--- config.mk ---
export PLATFORM = sky130hd
export DESIGN_NAME = irq_dma_router
export DESIGN_NICKNAME = d
export VERILOG_FILES = /design/src/rtl/irq_router_pkg.sv /design/src/rtl/irq_req_bank.sv /design/src/rtl/irq_mask_reg.sv /design/src/rtl/irq_route_out.sv /design/src/rtl/irq_dma_router.sv
export SDC_FILE = /design/constraint.sdc
export NUM_CORES = 1
export LEC_CHECK = 0
export ABC_CLOCK_PERIOD_IN_PS = 910
export BUFFER_PORTS_ARGS = -buffer_cell sky130_fd_sc_hd__buf_4
export CELL_PAD_IN_SITES_DETAIL_PLACEMENT = 1
export CELL_PAD_IN_SITES_GLOBAL_PLACEMENT = 2
export CORE_AREA = 2 2 86 88
export CTS_BUF_LIST = sky130_fd_sc_hd__clkbuf_2 sky130_fd_sc_hd__clkbuf_4 sky130_fd_sc_hd__clkbuf_8
export DETAILED_ROUTE_END_ITERATION = 10
export DIE_AREA = 0 0 88 90
export PLACE_DENSITY_LB_ADDON = 0.3
export SYNTH_ARGS = -nofsm -noshare
export SYNTH_HDL_FRONTEND = slang
export SYNTH_HIERARCHICAL = 1
export SYNTH_SLANG_ARGS = --single-unit
--- constraint.sdc ---
create_clock -name clk -period 0.91 [get_ports clk]
set_input_delay 0.182 -clock clk [delete_from_list [all_inputs] [get_ports clk]]
set_output_delay 0.182 -clock clk [all_outputs]
set_load 0.02 [all_outputs]
--- src/rtl/irq_router_pkg.sv ---
package irq_router_pkg;
  localparam int SRC_N      = 13;
  localparam int SRC_RXFIFO = 5;
  localparam int SRC_TXFIFO = 6;
  localparam int CTL_DMA_EN = 7;
endpackage

--- src/rtl/irq_req_bank.sv ---
module irq_req_bank #(
  parameter int N = 13
) (
  input  logic         clk,
  input  logic         rst,
  input  logic [N-1:0] set_i,
  input  logic [N-1:0] clr_i,
  output logic [N-1:0] pend_o
);
  logic [N-1:0] pend_q;

  // Per-bit update: a set strobe overrides a clear strobe on the same bit.
  for (genvar i = 0; i < N; i++) begin : g_bit
    always_ff @(posedge clk) begin
      if (rst)           pend_q[i] <= 1'b0;
      else if (set_i[i]) pend_q[i] <= 1'b1;
      else if (clr_i[i]) pend_q[i] <= 1'b0;
    end
  end

  assign pend_o = pend_q;

  p_set_lands_r6: assert property (@(posedge clk) disable iff (rst)
    |set_i |=> ((pend_o & $past(set_i)) == $past(set_i)));
  p_clear_lands_r6: assert property (@(posedge clk) disable iff (rst)
    |(clr_i & ~set_i) |=> ((pend_o & $past(clr_i & ~set_i)) == '0));
  p_idle_holds_r6: assert property (@(posedge clk) disable iff (rst)
    ((set_i | clr_i) == '0) |=> $stable(pend_o));
endmodule

--- src/rtl/irq_mask_reg.sv ---
module irq_mask_reg #(
  parameter int N  = 13,
  parameter int DW = 32
) (
  input  logic          clk,
  input  logic          rst,
  input  logic          we_i,
  input  logic [DW-1:0] wdata_i,
  output logic [N-1:0]  mask_o
);
  logic [N-1:0] mask_q;

  always_ff @(posedge clk) begin
    if (rst)       mask_q <= '0;
    else if (we_i) mask_q <= wdata_i[N-1:0];
  end

  assign mask_o = mask_q;

  p_mask_keeps_low_r2: assert property (@(posedge clk) disable iff (rst)
    we_i |=> (mask_o == $past(wdata_i[N-1:0])));
  p_mask_holds_r2: assert property (@(posedge clk) disable iff (rst)
    !we_i |=> $stable(mask_o));
endmodule

--- src/rtl/irq_route_out.sv ---
module irq_route_out #(
  parameter int N     = 13,
  parameter int RX    = 5,
  parameter int TX    = 6
) (
  input  logic         clk,
  input  logic         rst,
  input  logic [N-1:0] pend_i,
  input  logic [N-1:0] mask_i,
  input  logic         dma_en_i,
  output logic         irq_o,
  output logic         rx_dma_o,
  output logic         tx_dma_o
);
  logic [N-1:0] eff_mask;
  logic         irq_d;

  // In DMA mode the two FIFO service sources are removed from the interrupt.
  for (genvar i = 0; i < N; i++) begin : g_mask
    if (i == RX || i == TX) begin : g_fifo
      assign eff_mask[i] = mask_i[i] | dma_en_i;
    end else begin : g_plain
      assign eff_mask[i] = mask_i[i];
    end
  end

  assign irq_d = |(pend_i & ~eff_mask);

  always_ff @(posedge clk) begin
    if (rst) begin
      irq_o    <= 1'b0;
      rx_dma_o <= 1'b0;
      tx_dma_o <= 1'b0;
    end else begin
      irq_o    <= irq_d;
      rx_dma_o <= dma_en_i & pend_i[RX];
      tx_dma_o <= dma_en_i & pend_i[TX];
    end
  end

  p_irq_unmasked_r1: assert property (@(posedge clk) disable iff (rst)
    ($past(pend_i & ~mask_i) & ~(N'(1) << RX) & ~(N'(1) << TX)) != '0 |-> irq_o);
  p_fifo_hidden_r3: assert property (@(posedge clk) disable iff (rst)
    (dma_en_i && ((pend_i & ~mask_i) & ~(N'(1) << RX) & ~(N'(1) << TX)) == '0) |=> !irq_o);
  p_dma_follow_r4: assert property (@(posedge clk) disable iff (rst)
    dma_en_i |=> (rx_dma_o == $past(pend_i[RX]) && tx_dma_o == $past(pend_i[TX])));
  p_dma_quiet_r5: assert property (@(posedge clk) disable iff (rst)
    !dma_en_i |=> (!rx_dma_o && !tx_dma_o));
endmodule

--- src/rtl/irq_dma_router.sv ---
module irq_dma_router
  import irq_router_pkg::*;
#(
  parameter int NSRC    = SRC_N,
  parameter int WDATA_W = 32,
  parameter int CTRL_W  = 14,
  parameter int RX_BIT  = SRC_RXFIFO,
  parameter int TX_BIT  = SRC_TXFIFO,
  parameter int DMA_BIT = CTL_DMA_EN
) (
  input  logic               clk,
  input  logic               rst,
  input  logic [NSRC-1:0]    req_set,
  input  logic [NSRC-1:0]    req_clr,
  input  logic               mask_we,
  input  logic [WDATA_W-1:0] mask_wdata,
  input  logic [CTRL_W-1:0]  ctrl_word,
  output logic               irq,
  output logic               rx_dma_req,
  output logic               tx_dma_req,
  output logic [NSRC-1:0]    req_rd,
  output logic [NSRC-1:0]    mask_rd
);
  logic [NSRC-1:0] pend;
  logic [NSRC-1:0] mask;

  irq_req_bank #(.N(NSRC)) u_req (
    .clk(clk), .rst(rst), .set_i(req_set), .clr_i(req_clr), .pend_o(pend)
  );

  irq_mask_reg #(.N(NSRC), .DW(WDATA_W)) u_mask (
    .clk(clk), .rst(rst), .we_i(mask_we), .wdata_i(mask_wdata), .mask_o(mask)
  );

  irq_route_out #(.N(NSRC), .RX(RX_BIT), .TX(TX_BIT)) u_out (
    .clk(clk), .rst(rst), .pend_i(pend), .mask_i(mask),
    .dma_en_i(ctrl_word[DMA_BIT]),
    .irq_o(irq), .rx_dma_o(rx_dma_req), .tx_dma_o(tx_dma_req)
  );

  assign req_rd  = pend;
  assign mask_rd = mask;

  p_reset_quiet_r9: assert property (@(posedge clk)
    rst |=> (!irq && !rx_dma_req && !tx_dma_req && req_rd == '0 && mask_rd == '0));
endmodule

Word-level counts from Yosys, hierarchy flattened

Cells that the tools add are included.

$add $sub $neg: 0
Multiply operators: 0
Div/mod/pow operators: 0
Order comparisons: 0
Equality and inequality tests: 0
Shift operators: 0
Multiplexer cells: 26
Bitwise logic cells: 6
Reductions and logical operators: 14

Operators by type and width:

| cell                | count |
|---|---|
| two-way mux 1 bit   | 26 |
| nonzero test 2 bit  | 13 |
| AND 13 bit          | 1 |
| NOT 13 bit          | 1 |
| OR reduction 13 bit | 1 |
| AND 1 bit           | 2 |
| bitwise OR 1 bit    | 2 |

Register bits after elaboration: 29
Bits in latches: 0
RAM bits: 0
Memory bits (read-only): 0
Input bits: 75
Output and inout port bits: 29
Logic and storage cells: 63
Memories kept: 0

Longest topological paths before layout

Gate-level depths: netlist of the first run.

Depth in word-level cells: 4
Depth in mapped cells: 4
Gate-level depth less buffers: 3

Cells and area by module

The synthesis of the first run kept the hierarchy.

Modules (own cells, without submodules):

| module        | instances | cells each | area each (um^2) | sequential area each (um^2) |
|---|---|---|---|---|
| irq_req_bank  | 1         | 53         | 504.2            | 260.2 |
| irq_mask_reg  | 1         | 42         | 474.2            | 260.2 |
| irq_route_out | 1         | 23         | 242.7            | 60.1 |

Worst setup path before layout of the first run

Ideal clock, no wire load.

Path type: register -> register
Start: register u_mask.mask_q[1] (netlist: u_mask/mask_o[1])
End: register u_out.irq_o
Setup time: 0.139 ns
Arrival: 0.994 ns
Required time: 0.771 ns
Slack: -0.224 ns
Stages on the path, launching flop included: 4
Buffers on the path: 0
Period minus slack after synthesis: 1.134 ns
Path through: dfxtp_1 -> inv_1 -> a2111oi_4 -> a41oi_1

Cells in the longest elaborated chain, start to end: 3

Ends and longest elaborated chain:

| item                   | line                | RTL |
|---|---|---|
| start, declared        | irq_mask_reg.sv:11  | `logic [N-1:0] mask_q;` |
| start signal, assigned | irq_mask_reg.sv:15  | `else if (we_i) mask_q <= wdata_i[N-1:0];` |
| NOT 13 bit             | irq_route_out.sv:27 | `assign irq_d = \|(pend_i & ~eff_mask);` |
| AND 13 bit             | irq_route_out.sv:27 |  |
| OR reduction 13 bit    | irq_route_out.sv:27 |  |
| end signal, assigned   | irq_route_out.sv:35 | `irq_o <= irq_d;` |
| end, declared          | irq_route_out.sv:11 | `output logic irq_o,` |

Every way passes these cells.
A chain may end at the register's enable or synchronous reset.

Final worst setup path of the first run

Start: register u_mask.mask_q[8] (netlist: u_mask/mask_o[8])
End: register u_out.irq_o

The elaborated chain is that of the path after synthesis.

==> flow_metrics.tcl, run 1 <==
set metrics [dict create \
    violations "setup timing" \
    met2_length_um 2038 \
    fp.coreArea_mm2 0.007020 \
    routedWlPerCell_um 11.68 \
    drv_cap 0 \
    gp_congestion 0.6703 \
    dr.pass1.iters 4 \
    hold_violations 0 \
    clkLatencyLatePin_ns 0.27 \
    wl_um 3830 \
    num_vias 1215 \
    p_switching_w 0.0008745 \
    setup_viol 27 \
    synth_cells 118 \
    grt_pass1_vias 1269 \
    fin_ws_ns -0.2317 \
    cts_inserted_buffers 5 \
    period_needed_ns 1.142 \
    synth_top_area_share 0.4754 \
    synth-seq-cells 29 \
    dp_cells 311 \
    tightestPinTransition_ns 0.3847 \
    dpl.hpwl_um 2773 \
    synthArstFlopShare 0 \
    synth_common_cells "dfxtp_1, inv_1, nand2b_1" \
    hold_path_depth 3 \
    peakVddDrop_mv 0.4931 \
    ys.flop_type "dfxtp_1" \
    grt_start_max_net_pins 14 \
    arrival_ns 1.28 \
    ioPinCount 104 \
    cts_tree "yes" \
    fillers 782 \
    syn_to_final_growth_pct 101.2 \
    grt_pass1_wl_um 5996 \
    clkPwrFrac 0.312 \
    yosysUniqueCellTypes 18 \
    crit_type "flip-flop to flip-flop" \
    ctsHoldBuffers 0 \
    die_y_um 90 \
    grt-ovfl-total 0 \
    antenna_left 0 \
    cts_root_buf "clkbuf_8" \
    nNetsFinal 303 \
    wl_met1_um 1453 \
    start_util 0.1739 \
    avgSynthCellArea_um2 10.35 \
    skew_ns 0.002951 \
    slew_headroom 0.7436 \
    internal_power_w 0.002453 \
    fp-row-count 31 \
    synthTopCellsByArea "dfxtp_1, mux2i_1, nand2b_1, a21oi_2, inv_1" \
    synth_edf_count 0 \
    cts_max_level 2 \
    fmax_mhz 875.9 \
    drc 0 \
    cp-start-kind "flip-flop" \
    syn_area_mm2 0.001221 \
    p_leak_nw 1.176 \
    drt_iter0_markers 7 \
    comb_power_share 0.261 \
    yosysSeqAreaShare 0.4754 \
    required_ns 1.05 \
    highest_layer "met4" \
    sequentialPowerShare 0.427 \
    cts.sinks 29 \
    seq_area_um2 618.1 \
    numPortBuffers 71 \
    clock_path_buffers 2 \
    drv_slew 0 \
    fin_cells 328 \
    end_kind "flip-flop" \
    yosysWarnings 6 \
    grt_use_total 0.09875 \
    yosysMostFrequentCell "dfxtp_1" \
    clk_pin_slew_ns 0.06 \
    die_width_um 88 \
    grt_setup_unrepaired "yes" \
    post-place-ws_ns -0.3308 \
    design.die.area_mm2 0.007920 \
    ff2ff_path_depth 4 \
    tns_ns -3.061 \
    run_status "finished, violations left" \
    period_share 1.255 \
    hp-class "primary input to flip-flop" \
    multi_input_area_um2 534.3 \
    viasPerCell 3.704 \
    layout-drive-gt1-share 0.6943 \
    n_antenna_cell 0 \
    yosysTopAreaCell "dfxtp_1" \
    cp_max_fo 2 \
    p_per_area_mw_per_mm2 1354 \
    wl_met3_um 290 \
    switching_share 0.2628 \
    synthesis.nets 193 \
    antenna_found_initial 0 \
]
[state kept, by name, summed over array words and instances (netlist names)]
signal and cells:
u_req/pend_o 13, u_mask/mask_o 13, u_out/tx_dma_o 1, u_out/irq_o 1
u_out/rx_dma_o 1
[layer usage]
metal / global-route usage / up-vias
met5: 0 / -
met4: 0.03077 / 0
met3: 0.04224 / 6
met2: 0.1698 / 39
met1: 0.1078 / 573
li1: - / 597
[timing repair]
action | 4_1_cts | 5_1_grt
pin swaps | 2 | 0
setup buffers | 5 | 7
resized for setup | 66 | 7
endpoints found under the setup margin | 29 | 30
[area by class of cell]
cell class	instances	share of cell area
Clock buffer	6	0.03106
Timing Repair Buffer	107	0.4180
Inverter	18	0.02749
Multi-Input combinational cell	67	0.2174
Sequential cell	29	0.2515
Clock inverter	2	0.004073
Tap cell	99	0.05041
[worst max-delay path, cell delays in order (launching register included)]
cell	delay (ns)
dfxtp_2	0.33
inv_1	0.04
a222oi_1	0.39
buf_4	0.18
a41oi_2	0.07
[through the flow]
step | hold WS (ns) | cell area [um2] | total power (W) | util
floorplan | 0.2470 | 1239 | 0.001752 | -
global placement | 0.4188 | 2077 | 0.002165 | 0.2958
detailed placement | 0.4247 | 2077 | 0.002168 | 0.2958
CTS | 0.1303 | 2417 | 0.003388 | 0.3443
global route | 0.1330 | 2457 | 0.003518 | 0.3500
finish | 0.1398 | 2457 | 0.003327 | 0.3500
[final timing paths]
path | slack [ns] | start | end
worst max-delay path | -0.23 | u_mask/mask_o[8]$_SDFFE_PP0P_ | u_out/irq_o$_SDFF_PP0_
worst min-delay path | 0.14 | mask_wdata[1] | u_mask/mask_o[1]$_SDFFE_PP0P_
worst min register to register | 0.51 | u_mask/mask_o[6]$_SDFFE_PP0P_ | u_mask/mask_o[6]$_SDFFE_PP0P_
worst max register to register | -0.23 | u_mask/mask_o[8]$_SDFFE_PP0P_ | u_out/irq_o$_SDFF_PP0_
[cell usage in the layout (no fill, tap or decap)]
cell,n
buf_6,53
buf_4,52
dfxtp_2,27
inv_1,17
nand2b_1,15
mux2i_1,13
nor2_1,13
a21oi_2,10
clkbuf_8,5
nor2b_1,4
a21oi_1,3
clkinv_2,2
buf_12,2
nor2b_4,2
a2111oi_4,2
and3b_1,2
clkbuf_4,1
dfxtp_4,1
a21o_1,1
inv_2,1
a222oi_1,1
a41oi_2,1
dfxtp_1,1
[power groups by stage]
| stage | logic (W) | registers [W] | clock network, W |
|---|---|---|---|
| global placement | 0.000740 | 0.00143 | 0 |
| floorplan | 0.000221 | 0.00153 | 0 |
| global route | 0.000938 | 0.00143 | 0.00115 |
| detailed placement | 0.000742 | 0.00143 | 0 |
| CTS | 0.000867 | 0.00142 | 0.00110 |
| finish | 0.000870 | 0.00142 | 0.00104 |
[kinds of logic after synthesis]
group | synth area share
AOI/OAI and AO/OA | 0.1506
buffers and inverters | 0.09323
muxes | 0.1066
and+or+nand+nor | 0.1742
DFF | 0.4754
Power figures use the tool's default switching activity.
==> inputs of run 2 (changes only) <==
ABC_AREA = 1   (was unset)
CORE_AREA = 2 2 94 96   (was 2 2 86 88)
DIE_AREA = 0 0 96 98   (was 0 0 88 90)
==> run 2 against run 1 <==
  * The flow still finishes with violations (setup timing)
  * Via count is 17% higher
  * Clock power is 8% higher
  * Register-to-register slack better by 0.18 ns
  * Die area is 19% higher
  * First-iteration DRC count is 29% lower
  * Sequential cell count stayed put
  * Non-clock buffer count is 6 lower
  * Setup slack better by 0.13 ns
  * Critical path type is now flip-flop to output pin
  * Cell area hardly changed
==> flow_metrics.tcl, run 2 <==
set metrics [dict create \
    avgSynthCellArea_um2 6.593 \
    fp.coreArea_mm2 0.008466 \
    antenna_found_initial 0 \
    grt-ovfl-total 0 \
    die_width_um 96 \
    routedWlPerCell_um 9.885 \
    grt_use_total 0.09245 \
    utilization 0.2901 \
    cp_max_fo 2 \
    synth-seq-cells 29 \
    dpl.hpwl_um 3028 \
    design.die.area_mm2 0.009408 \
    grt_setup_unrepaired "yes" \
    nNetsFinal 375 \
    dp_cells 393 \
    synthArstFlopShare 0 \
    worst_hold_slack_ns 0.1373 \
    gp_congestion 0.6141 \
    fmax_mhz 989.3 \
    synth_common_cells "nand2_1, inv_1, nor2_1" \
    p_leak_nw 1.337 \
    ys.flop_type "dfxtp_1" \
    fp-row-count 34 \
    drc 0 \
    clk_pin_slew_ns 0.06 \
    required_ns 0.73 \
    cts_max_level 2 \
    fin_ws_ns -0.1008 \
    synth_edf_count 0 \
    final_cell_mix "nand2_1, buf_4, inv_1, buf_6, nor2_1" \
    antenna_left 0 \
    yosysWarnings 6 \
    ioPinCount 104 \
    final_common_cell "nand2_1" \
    synthesis.nets 272 \
    cts_root_buf "clkbuf_8" \
    period_share 1.111 \
    cts_tree "yes" \
    syn_to_final_growth_pct 89.11 \
    fillers 1047 \
    drt_iter0_markers 5 \
    drv_cap 0 \
    layout-drive-gt1-share 0.5083 \
    drv_slew 0 \
    cp_slowest_cell "dfxtp_2" \
    yosysUniqueCellTypes 8 \
    slew_headroom 0.8145 \
    period_needed_ns 1.011 \
    synthTopCellsByArea "dfxtp_1, nand2_1, inv_1, nor2_1, a21oi_2" \
    clkLatencyLatePin_ns 0.27 \
    clock_path_buffers 2 \
    die_y_um 98 \
    cp-startpoint "u_req/pend_o[7]$_SDFFE_PP0P_" \
    tightestPinTransition_ns 0.2782 \
    violations "setup timing" \
    n_antenna_cell 0 \
    cts_inserted_buffers 5 \
    arrival_ns 0.83 \
    crit_type "flip-flop to output pin" \
    yosysTopAreaCell "dfxtp_1" \
    peakVddDrop_mv 0.5630 \
    cts.sinks 29 \
    yosysMostFrequentCell "nand2_1" \
    hp-class "primary input to flip-flop" \
    setup_viol 26 \
    yosysSeqAreaShare 0.4470 \
    hp-start "ctrl_word[7]" \
    synth_cells 197 \
    run_status "finished, violations left" \
    p_per_area_mw_per_mm2 1392 \
    critPathMaxStageDelay_ns 0.33 \
    grt_pass1_vias 1420 \
    syn_area_mm2 0.001299 \
    start_util 0.1534 \
    p_total_w 0.003419 \
    fin_cells 409 \
    num_vias 1427 \
    ctsHoldBuffers 0 \
    viasPerCell 3.489 \
    post-place-ws_ns -0.02203 \
    worstPathCellList "buf_6, buf_6" \
    end_kind "output pin" \
    reg2reg_from "u_req/pend_o[9]$_SDFFE_PP0P_" \
    numPortBuffers 71 \
    cp-start-kind "flip-flop" \
    hold_violations 0 \
    wl_um 4043 \
    grt_start_max_net_pins 27 \
    grt_pass1_wl_um 6603 \
    synth_top_area_share 0.4470 \
    ff2ff_setup_slack_ns -0.05 \
    crit_top_cell "buf_6" \
    skew_ns 0.004023 \
    dr.pass1.iters 2 \
]
==> run 2: timing repair <==
action	4_1_cts	5_1_grt
pin swaps	2	6
endpoints found under the setup margin	30	30
gates resized for setup	63	6
setup buffers	7	2
==> run 2: cells by family (layout without fill, tap and decap cells) <==
| family | Yosys count | in the layout | share of synthesized area |
|---|---|---|---|
| compound gates | 13 | 13 | 0.07899 |
| buf+inv | 59 | 163 | 0.1965 |
| flops | 29 | 29 | 0.4470 |
| simple gates | 96 | 96 | 0.2775 |
==> run 2: metal layers <==
layer  up-vias  global-route usage  part of all wire
met5         -                   0                 0
met4         0             0.03626             0.017
met3         5             0.02778             0.069
met2        42              0.1426              0.46
met1       622              0.1196              0.45
li1        758                   -                 -
==> run 2: path summary, 6_finish.rpt <==
| path | end | cells after the start |
|---|---|---|
| max | req_rd[7] | 2 |
| min | u_out/rx_dma_o$_SDFF_PP0_ | 3 |
| max reg2reg | u_out/irq_o$_SDFF_PP0_ | 7 |
| min reg2reg | u_req/pend_o[12]$_SDFFE_PP0P_ | 2 |
==> run 2: where the power goes <==
group	total, W	internal (W)	switching [W]
sequential	0.00143	0.00137	0.0000602
combinational	0.000867	0.000490	0.000377
clock	0.00112	0.000632	0.000488
total	0.00342	0.00249	0.000926
==> run 2: through the flow <==
step | area [um2] | setup TNS [ns]
after global placement | 2095 | -0.01993
after detailed placement | 2095 | -0.02203
final | 2456 | -1.753
after global routing | 2456 | -3.021
after floorplan | 1314 | 0
after CTS | 2426 | -2.303
==> run 2: critical path, delay by kind of cell (launching register included) <==
| kind | cells | cell delay (ns) |
|---|---|---|
| buffers and inverters | 2 | 0.23 |
| DFF | 1 | 0.33 |
==> run 2: cell type report <==
class / instances / area [um2] / share of cell area
inverters: 54 / 202.7 / 0.08253
flip-flops and latches: 29 / 616.8 / 0.2511
multi-input cells: 109 / 475.5 / 0.1936
clock buffers: 8 / 91.34 / 0.03719
repair buffers: 101 / 934.6 / 0.3805
well taps: 108 / 135.1 / 0.05502
==> inputs of run 3 (changes only) <==
ABC_AREA = unset   (was 1)
ABC_CLOCK_PERIOD_IN_PS = 1050   (was 910)
CORE_AREA = 2 2 82 84   (was 2 2 94 96)
DIE_AREA = 0 0 84 86   (was 0 0 96 98)
GPL_ROUTABILITY_DRIVEN = 0   (was unset)
clock period = 1.05 ns   (was 0.91 ns; I/O delays follow)
==> run 3 against run 2 <==
  * The flow still finishes with violations (setup timing)
  * Die area decreased by 23%
  * Global-route usage rose by 1.0 points
  * First-iteration DRC count increased to 4.2 times the previous value
  * Via count decreased by 20%
  * Register-to-register slack got worse by 0.03 ns
  * Routed wire length decreased by 15%
  * Cell count decreased by 29%
  * Non-clock buffer count down 10
==> flow_metrics.tcl, run 3 (synthesis results as in run 1) <==
set metrics [dict create \
    run_status "finished, violations left" \
    violations "setup timing" \
    final_cell_mix "buf_4, buf_6, dfxtp_2, inv_1, nand2b_1" \
    grt_pass1_vias 1251 \
    ioPinCount 104 \
    cts_inserted_buffers 5 \
    setup_viol 3 \
    antenna_found_initial 0 \
    cts_root_buf "clkbuf_8" \
    cts.sinks 29 \
    p_per_area_mw_per_mm2 1268 \
    hold_path_depth 3 \
    peakVddDrop_mv 0.5902 \
    dr.pass1.iters 4 \
    period_share 1.072 \
    viasPerCell 3.941 \
    grt_use_total 0.1029 \
    routedWlPerCell_um 11.89 \
    clkPwrFrac 0.326 \
    drv_cap 0 \
    fin_cells 290 \
    slew_headroom 0.7572 \
    syn_to_final_growth_pct 79.92 \
    numPortBuffers 71 \
    ff2ff_path_depth 4 \
    clock_path_buffers 2 \
    tns_ns -0.08154 \
    antenna_left 0 \
    post-place-ws_ns -0.1066 \
    cts_max_level 2 \
    cp_max_fo 2 \
    layout-drive-gt1-share 0.6526 \
    final_common_cell "buf_4" \
    hp-class "primary input to flip-flop" \
    grt_setup_unrepaired "yes" \
    arrival_ns 1.27 \
    die_y_um 86 \
    die_width_um 84 \
    ctsHoldBuffers 0 \
    grt_pass1_wl_um 5871 \
    num_vias 1143 \
    clk_pin_slew_ns 0.07 \
    p_switching_w 0.0007433 \
    dpl.hpwl_um 2559 \
    n_antenna_cell 0 \
    sequentialPowerShare 0.443 \
    skew_ns 0.006407 \
    fmax_mhz 888.6 \
    clkLatencyLatePin_ns 0.28 \
    tightestPinTransition_ns 0.3642 \
    start_util 0.1945 \
    dp_cells 279 \
    switching_share 0.2669 \
    nNetsFinal 287 \
    p_leak_nw 1.064 \
    end_kind "flip-flop" \
    drv_slew 0 \
    drt_iter0_markers 21 \
    fin_ws_ns -0.07538 \
    crit_type "flip-flop to flip-flop" \
    comb_power_share 0.231 \
    internal_power_w 0.002042 \
    grt-ovfl-total 0 \
    grt_start_max_net_pins 20 \
    period_needed_ns 1.125 \
    cp-start-kind "flip-flop" \
    cts_tree "yes" \
    design.die.area_mm2 0.007224 \
    drc 0 \
    fp-row-count 29 \
    hold_violations 0 \
    fp.coreArea_mm2 0.006277 \
    wl_um 3449 \
    required_ns 1.20 \
]
-- run 3: final cells by class --
type | instances | area, um2
clock inverter | 2 | 10.01
multi-input combinational | 67 | 541.8
inverter | 18 | 67.56
fill | 732 | 4080
sequential | 29 | 611.8
clock buffer | 6 | 76.32
tap | 77 | 96.34
timing repair buffer | 91 | 793.3
-- run 3: metal layers --
| metal | wire [um] | vias up | track usage |
|---|---|---|---|
| met4 | 53 | 0 | 0.03959 |
| li1 | - | 565 | - |
| met5 | 0 | - | 0 |
| met1 | 1446 | 527 | 0.1242 |
| met3 | 327 | 8 | 0.04235 |
| met2 | 1622 | 43 | 0.1644 |
-- run 3: critical path, stage by stage, from the launching register on --
cell and delay [ns]:
dfxtp_2 0.33, inv_1 0.04, a222oi_1 0.37, buf_4 0.19
a41oi_2 0.07
-- run 3: metrics by stage --
stage / hold WS, ns / util / cell area, um2 / total power (W)
final: 0.1644 / 0.3500 / 2197 / 0.002785
after global placement: 0.4465 / 0.3119 / 1958 / 0.001834
after global routing: 0.1609 / 0.3500 / 2197 / 0.002956
after detailed placement: 0.4538 / 0.3119 / 1958 / 0.001838
after floorplan: 0.2750 / - / 1235 / 0.001519
after CTS: 0.1555 / 0.3474 / 2181 / 0.002839
-- run 3: final timing paths --
kind | endpoint | slack, ns | start
worst max-delay path | u_out/irq_o$_SDFF_PP0_ | -0.08 | u_mask/mask_o[8]$_SDFFE_PP0P_
worst min-delay path | u_mask/mask_o[1]$_SDFFE_PP0P_ | 0.16 | mask_wdata[1]
worst max register to register | u_out/irq_o$_SDFF_PP0_ | -0.08 | u_mask/mask_o[8]$_SDFFE_PP0P_
worst min register to register | u_mask/mask_o[1]$_SDFFE_PP0P_ | 0.50 | u_mask/mask_o[1]$_SDFFE_PP0P_
-- run 3: what timing repair did --
item / in CTS / in global routing
endpoints found under the setup margin: 17 / 17
endpoints found under the hold margin: 0 / 0
gates resized for setup: 38 / 4
pin swaps: 3 / 0
buffers inserted: 2 / 1
-- run 3: power by group through the flow --
stage / registers (W) / logic, W / clock network (W)
6_report: 0.00123 / 0.000643 / 0.000908
3_3_place_gp: 0.00125 / 0.000588 / 0
4_1_cts: 0.00123 / 0.000650 / 0.000955
3_5_place_dp: 0.00125 / 0.000591 / 0
5_1_grt: 0.00124 / 0.000698 / 0.00101
2_1_floorplan: 0.00133 / 0.000191 / 0
